===== src/rtl/anr_pkg.sv =====
package anr_pkg;

  parameter int EXP_W  = 8;
  parameter int MANT_W = 23;
  parameter int PREQ_W = 6;
  parameter int PREC_W = 5;

  localparam int MAX_PREC = MANT_W - 1;
  localparam int WORD_W   = 1 + EXP_W + MANT_W;

  typedef enum logic [1:0] {
    MODE_ENCODE  = 2'd0,
    MODE_DECODE  = 2'd1,
    MODE_TOFLAG  = 2'd2,
    MODE_DECODE2 = 2'd3
  } mode_e;

  // strobes from control to datapath
  typedef struct packed {
    logic              special;
    logic              err;
    logic              doEncode;
    logic              doFlag;
    logic              doDecode;
    logic [PREC_W-1:0] encPrec;
  } strobe_t;

endpackage


===== src/rtl/anr_ctrl.sv =====
module anr_ctrl
  import anr_pkg::*;
(
  input  logic [1:0]               mode,
  input  logic signed [PREQ_W-1:0] precReq,
  input  logic [EXP_W-1:0]         inExp,
  input  logic                     mantZero,
  output strobe_t                  strobes
);

  int   reqVal;
  logic expOnes;
  logic expZero;
  logic special;
  logic encSel;
  logic flagSel;
  logic decSel;

  assign reqVal  = int'(precReq);
  assign expOnes = &inExp;
  assign expZero = (inExp == '0);
  assign special = expOnes | (expZero & mantZero);

  always_comb begin
    encSel  = 1'b0;
    flagSel = 1'b0;
    decSel  = 1'b0;
    unique case (mode_e'(mode))
      MODE_ENCODE:  encSel  = 1'b1;
      MODE_TOFLAG:  flagSel = 1'b1;
      MODE_DECODE,
      MODE_DECODE2: decSel  = 1'b1;
      default:      decSel  = 1'b1;
    endcase
  end

  always_comb begin
    strobes          = '0;
    strobes.special  = special;
    strobes.doEncode = encSel  & ~special;
    strobes.doFlag   = flagSel & ~special;
    strobes.doDecode = decSel  & ~special;
    strobes.err      = ~special & ((encSel & (reqVal <= 0)) | (decSel & mantZero));
    if (reqVal <= 0)
      strobes.encPrec = '0;
    else if (reqVal > MAX_PREC)
      strobes.encPrec = PREC_W'(MAX_PREC);
    else
      strobes.encPrec = PREC_W'(reqVal);
  end

endmodule


===== src/rtl/anr_datapath.sv =====
module anr_datapath
  import anr_pkg::*;
(
  input  logic              clk,
  input  logic              rstN,
  input  strobe_t           strobes,
  input  logic              inSign,
  input  logic [EXP_W-1:0]  inExp,
  input  logic [MANT_W-1:0] inMant,
  output logic              mantZero,
  output logic [WORD_W-1:0] outWord,
  output logic [PREC_W-1:0] outPrec,
  output logic              isSpecial,
  output logic              isErr
);

  // sigMask[i] = 1 when some mantissa bit below i is set
  logic [MANT_W-1:0] sigMask;

  for (genvar gi = 0; gi < MANT_W; gi++) begin : stage
    logic acc;
    if (gi == 0) begin : g_first
      assign acc = 1'b0;
    end else begin : g_rest
      assign acc = stage[gi-1].acc | inMant[gi-1];
    end
    assign sigMask[gi] = acc;
  end

  assign mantZero = ~(sigMask[MANT_W-1] | inMant[MANT_W-1]);

  logic [PREC_W-1:0] sigCount;
  always_comb begin
    sigCount = '0;
    for (int i = 0; i < MANT_W; i++)
      sigCount = sigCount + PREC_W'(sigMask[i]);
  end

  logic [MANT_W-1:0] keepMask;
  logic [MANT_W-1:0] flagMask;
  always_comb begin
    for (int i = 0; i < MANT_W; i++) begin
      keepMask[i] = (i >= MANT_W - int'(strobes.encPrec));
      flagMask[i] = (i == MAX_PREC - int'(strobes.encPrec));
    end
  end

  logic [MANT_W-1:0] nextMant;
  logic [PREC_W-1:0] nextPrec;
  always_comb begin
    nextMant = inMant;
    nextPrec = '0;
    if (strobes.special) begin
      nextMant = inMant;
    end else if (strobes.err) begin
      nextMant = '0;
    end else if (strobes.doEncode) begin
      nextMant = (inMant & keepMask) | flagMask;
      nextPrec = strobes.encPrec;
    end else if (strobes.doFlag) begin
      nextMant = inMant | MANT_W'(1);
      nextPrec = PREC_W'(MAX_PREC);
    end else if (strobes.doDecode) begin
      nextMant = inMant & sigMask;
      nextPrec = sigCount;
    end
  end

  always_ff @(posedge clk or negedge rstN) begin
    if (!rstN) begin
      outWord   <= '0;
      outPrec   <= '0;
      isSpecial <= 1'b0;
      isErr     <= 1'b0;
    end else begin
      outWord   <= {inSign, inExp, nextMant};
      outPrec   <= nextPrec;
      isSpecial <= strobes.special;
      isErr     <= strobes.err;
    end
  end

endmodule


===== src/rtl/anr_convert.sv =====
module anr_convert
  import anr_pkg::*;
(
  input  logic                     clk,
  input  logic                     rstN,
  input  logic [1:0]               mode,
  input  logic signed [PREQ_W-1:0] precReq,
  input  logic                     inSign,
  input  logic [EXP_W-1:0]         inExp,
  input  logic [MANT_W-1:0]        inMant,
  output logic [WORD_W-1:0]        outWord,
  output logic [PREC_W-1:0]        outPrec,
  output logic                     isSpecial,
  output logic                     isErr
);

  strobe_t strobes;
  logic    mantZero;

  anr_ctrl u_ctrl (
    .mode     (mode),
    .precReq  (precReq),
    .inExp    (inExp),
    .mantZero (mantZero),
    .strobes  (strobes)
  );

  anr_datapath u_dp (
    .clk       (clk),
    .rstN      (rstN),
    .strobes   (strobes),
    .inSign    (inSign),
    .inExp     (inExp),
    .inMant    (inMant),
    .mantZero  (mantZero),
    .outWord   (outWord),
    .outPrec   (outPrec),
    .isSpecial (isSpecial),
    .isErr     (isErr)
  );

endmodule


===== config.mk =====
export PLATFORM = sky130hd
export DESIGN_NAME = anr_convert
export DESIGN_NICKNAME = d
export VERILOG_FILES = /design/src/rtl/anr_pkg.sv /design/src/rtl/anr_ctrl.sv /design/src/rtl/anr_datapath.sv /design/src/rtl/anr_convert.sv
export SDC_FILE = /design/constraint.sdc
export NUM_CORES = 1
export LEC_CHECK = 0
export BUFFER_PORTS_ARGS = -buffer_cell sky130_fd_sc_hd__buf_4
export CORE_AREA = 2 2 81 83
export CTS_BUF_LIST = sky130_fd_sc_hd__clkbuf_2 sky130_fd_sc_hd__clkbuf_4 sky130_fd_sc_hd__clkbuf_8
export DETAILED_ROUTE_END_ITERATION = 8
export DIE_AREA = 0 0 83 85
export PLACE_DENSITY_LB_ADDON = 0.12
export SYNTH_ARGS = -nofsm -noshare
export SYNTH_HDL_FRONTEND = slang
export SYNTH_SLANG_ARGS = --single-unit
export TNS_END_PERCENT = 5

===== constraint.sdc =====
create_clock -name clk -period 0.8 [get_ports clk]
set_input_delay 0 -clock clk [delete_from_list [all_inputs] [get_ports clk]]
set_output_delay 0 -clock clk [all_outputs]
set_load 0.02 [all_outputs]

==> metrics list <==
- Most used cell along the critical path: sky130_fd_sc_hd__fa_2
- Wire length reported by the detailed router: 16.0 mm
* First-pass GRT wire length: 23.8 mm
- Slew Viols, Final: 0
- The total overflow left after global routing is 0.
- The share of synthesized area in the top cell type comes to 0.294.
- Proportion of synthesized flip-flops having asynchronous set or reset: 1.00
- Final sum of negative setup slack: -42.98 ns
* Portion of the post-synthesis area used by sequential elements: 0.294
- The run finished, with violations left.
* Antenna violations before repair: 1
* Multiplexer area fraction after synthesis: 0
- Min cycle time layout: 4.59 ns
- Buffers on Ports: 80
- Number of inserted diodes: 0
* Clock tree root driver cell: sky130_fd_sc_hd__clkbuf_8
* Fin nets: 632
- The layout has 299 filler cells.
- Synthesis produced a netlist with a net count of 434.
- Across the run, the number of max-cap violations was 0.
- After detailed placement, the total cell area comes to 4810 um2.
* Final hold slack: 0.0539 ns
- In the final routed layout, each cell accounts on average for 24.9 um.
- The clock net in this run drives a total of 39 sinks.
* DPL Wire Length: 10.6 mm
- Cell-by-cell trace of the critical path: buf_6 -> or4_4 -> nand2b_4 -> nor2_4 -> nand3_4 -> buf_6 -> inv_4 -> fa_1 -> fa_2 -> fa_2 -> fa_2 -> fa_1 -> fa_2 -> inv_2 -> fa_2 -> o32ai_2 -> nor2_1
- Drt first-iter violations: 737
- In the post-route analysis, the smallest setup slack over all paths is -3.79 ns.
- Dominant synthesized flop cell: sky130_fd_sc_hd__dfrtp_1
- Vias after detailed routing: 4373
- The critical path in this run is classified as input pin to register.
* Number of library cell types mapped by synthesis: 74
- After synthesis, the largest family of logic cells by area is compound AO/OA/AOI/OAI gates.
- Max clock buf depth: 2
- The core region is 6200 um2.
- Mapped Cells: 365
- Setup repair after global routing could not meet its margin everywhere.
* Critical-path top delay cell: sky130_fd_sc_hd__fa_2
- Setup violations remaining at the end of the flow were counted as 68.
- sky130_fd_sc_hd__dfrtp_1 takes more of the synthesized area than any other cell.
- Data arrival, critical path: 4.78 ns
- Slew margin rel.: 0.610
- In this run the number of H-tree levels came out at 2.
- Ranked by instance count, the synthesized netlist is headed by sky130_fd_sc_hd__dfrtp_1, sky130_fd_sc_hd__inv_1, sky130_fd_sc_hd__nand2_1, sky130_fd_sc_hd__nor2_1, sky130_fd_sc_hd__nand3_1.
- Pin count of the biggest net entering global routing: 40
- Largest stage delay on the critical path: 0.56 ns
- Layout cell share with drive strength beyond 1: 0.495
- The worst setup path is captured at a register.
- Hold Violations, Final: 0
* Hold WC Path Type: input pin to register
- Relative to the synthesized area, the layout overhead comes to 64.1%.
* Post-Synth Simple-Gate Area: 0.210
- Fraction of the core area covered by cells at the end of the flow: 0.877
* Required time of the worst setup path: 0.99 ns
- Routability-driven placement congestion ratio: 1.02
* Most used standard cell by instance count after synthesis: sky130_fd_sc_hd__dfrtp_1
* Overall track demand over capacity in global routing: 0.440
* Post-synthesis xor/xnor area fraction: 0.00264
- Worst supply voltage drop on vdd: 1150 uV
* Synth Area in Compound Gates: 0.260
- Number of search-and-repair iterations in the first detailed-routing pass: 8
* Failing checks: negative setup slack
- Slew of the pin with the lowest slew margin: 0.583 ns
* Total non-filler cell area in the finished layout: 5440 um2
- After synthesis, the cell types taking the most area are sky130_fd_sc_hd__dfrtp_1, sky130_fd_sc_hd__fa_1, sky130_fd_sc_hd__ha_1.
- STA classifies the critical path startpoint as an input pin.
- Total Die Area: 7060 um2
- TritonCTS buffer count: 5
- Via/cell ratio: 6.82
* Chip Height: 85 um
- Counting flops with a built-in enable in the synthesized netlist gives 0.
- Post-placement worst setup slack: -4.12 ns
- I/O pin total: 81
- A synthesized cell averages 9.08 um2.
- For this run, the number of Yosys warnings is 0.
* TritonCTS clock tree: done
- The initial utilization of the core area, before any placement, comes to 0.534.
* Remaining antenna violation count after routing: 0
- DRC violations left: 0
* Number of global-route vias before repair: 4416
- Summed over all cells, the static leakage comes to 2.52 nW.
- In this run the power density over the cells is 1200 nW/um2.
- Counting flops and latches in the post-synthesis netlist gives 39.
- Overall die width: 83 um
- The mapped netlist covers 3310 um2.
- The floorplan has 29 rows.
- In the finished design, the share of the clock period the worst path needs comes to 5.74.
- For this run, the top clock speed supported by timing is 218 MHz.
- CP max FO: 2
* CTS clk-pin slew, worst paths: 0.09 ns
* Adder and majority gate portion of the synthesized area: 0.136
## cells in the final DEF (no fill, tap or decap), drive strengths merged, types with 6 or more instances in the layout
cell         synthesis  layout
o22ai                6       6
buf                  9     206
nand2               23      23
nand3               18      18
a21oi               13      13
nor3                 9       9
dfrtp               39      39
inv                 37      37
a31o                 6       6
a32o                10      10
or4                  6       6
a31oi               11      11
ha                  12      12
nor2                24      24
o21ai               16      16
a21o                 7       7
fa                  15      15
dlygate4sd3          0      11
nor4                 6       6
or3                  7       7
## final timing paths
path	start	endpoint	cells after the start
max	inMant[15]	u_dp.outPrec[1]$_DFF_PN0_	17
min	inMant[19]	u_dp.outWord[19]$_DFF_PN0_	3
max in group asynchronous	rstN	u_dp.outWord[31]$_DFF_PN0_	2
min in group asynchronous	rstN	u_dp.outWord[16]$_DFF_PN0_	2
## registers in the layout, indices dropped and copies added, names as in the netlist
name            cells
u_dp.outWord       32
u_dp.outPrec        5
u_dp.isErr          1
u_dp.isSpecial      1
## worst max-delay path: cells and delay by family
family	cells	cell delay [ns]
adders and majority gates	7	3.23
and+or+nand+nor	5	1.02
buffers and inverters	4	0.36
AOI/OAI and AO/OA	1	0.14
## area by class of cell
cell class                 instances  area, um2  area share
multi-input combinational        263       2250       0.414
timing repair buffer             217       1850       0.341
sequential                        39        976       0.179
clock buffer                       5       68.8      0.0127
inverter                          37        149      0.0274
tap                               77       96.3      0.0177
clock inverter                     3       43.8     0.00805
## cells by family (layout without fill, tap and decap cells)
group           count (synthesis)  in the layout
xor+xnor                        1              1
flops                          39             39
buf+inv                        63            262
compound gates                113            113
fa+ha+maj                      27             27
simple gates                  122            122
## layer usage
layer  vias up  routed length, um  global-route usage  share of wire
met2       459               7200               0.707           0.45
met5         -                  0                   0              0
li1       1755                  -                   -              -
met1      2011               5280               0.542           0.33
met3       148               2200               0.104           0.14
met4         0               1280               0.265          0.080
## power by group
part           switching [mW]  internal, mW  leakage [nW]
Sequential             0.0765          2.11         0.480
Clock                   0.829         0.931        0.0581
Combinational            1.34          1.23          1.98
Total                    2.24          4.28          2.52
## repair_timing
item / in CTS / in global routing
resized for setup: 65 / 25
pin swaps: 22 / 10
endpoints found under the setup margin: 69 / 69
buffers inserted: 2 / 1
hold endpoints to repair: 49 / 0
hold buffers: 11 / 0
## metrics by stage
stage          cells  power (mW)
4_1_cts          640        6.26
3_5_place_dp     619        4.34
6_report         641        6.52
5_1_grt          641        6.67
3_3_place_gp     619        4.26
2_1_floorplan    365        3.19
Note: power is estimated with default switching activity, not from simulation.
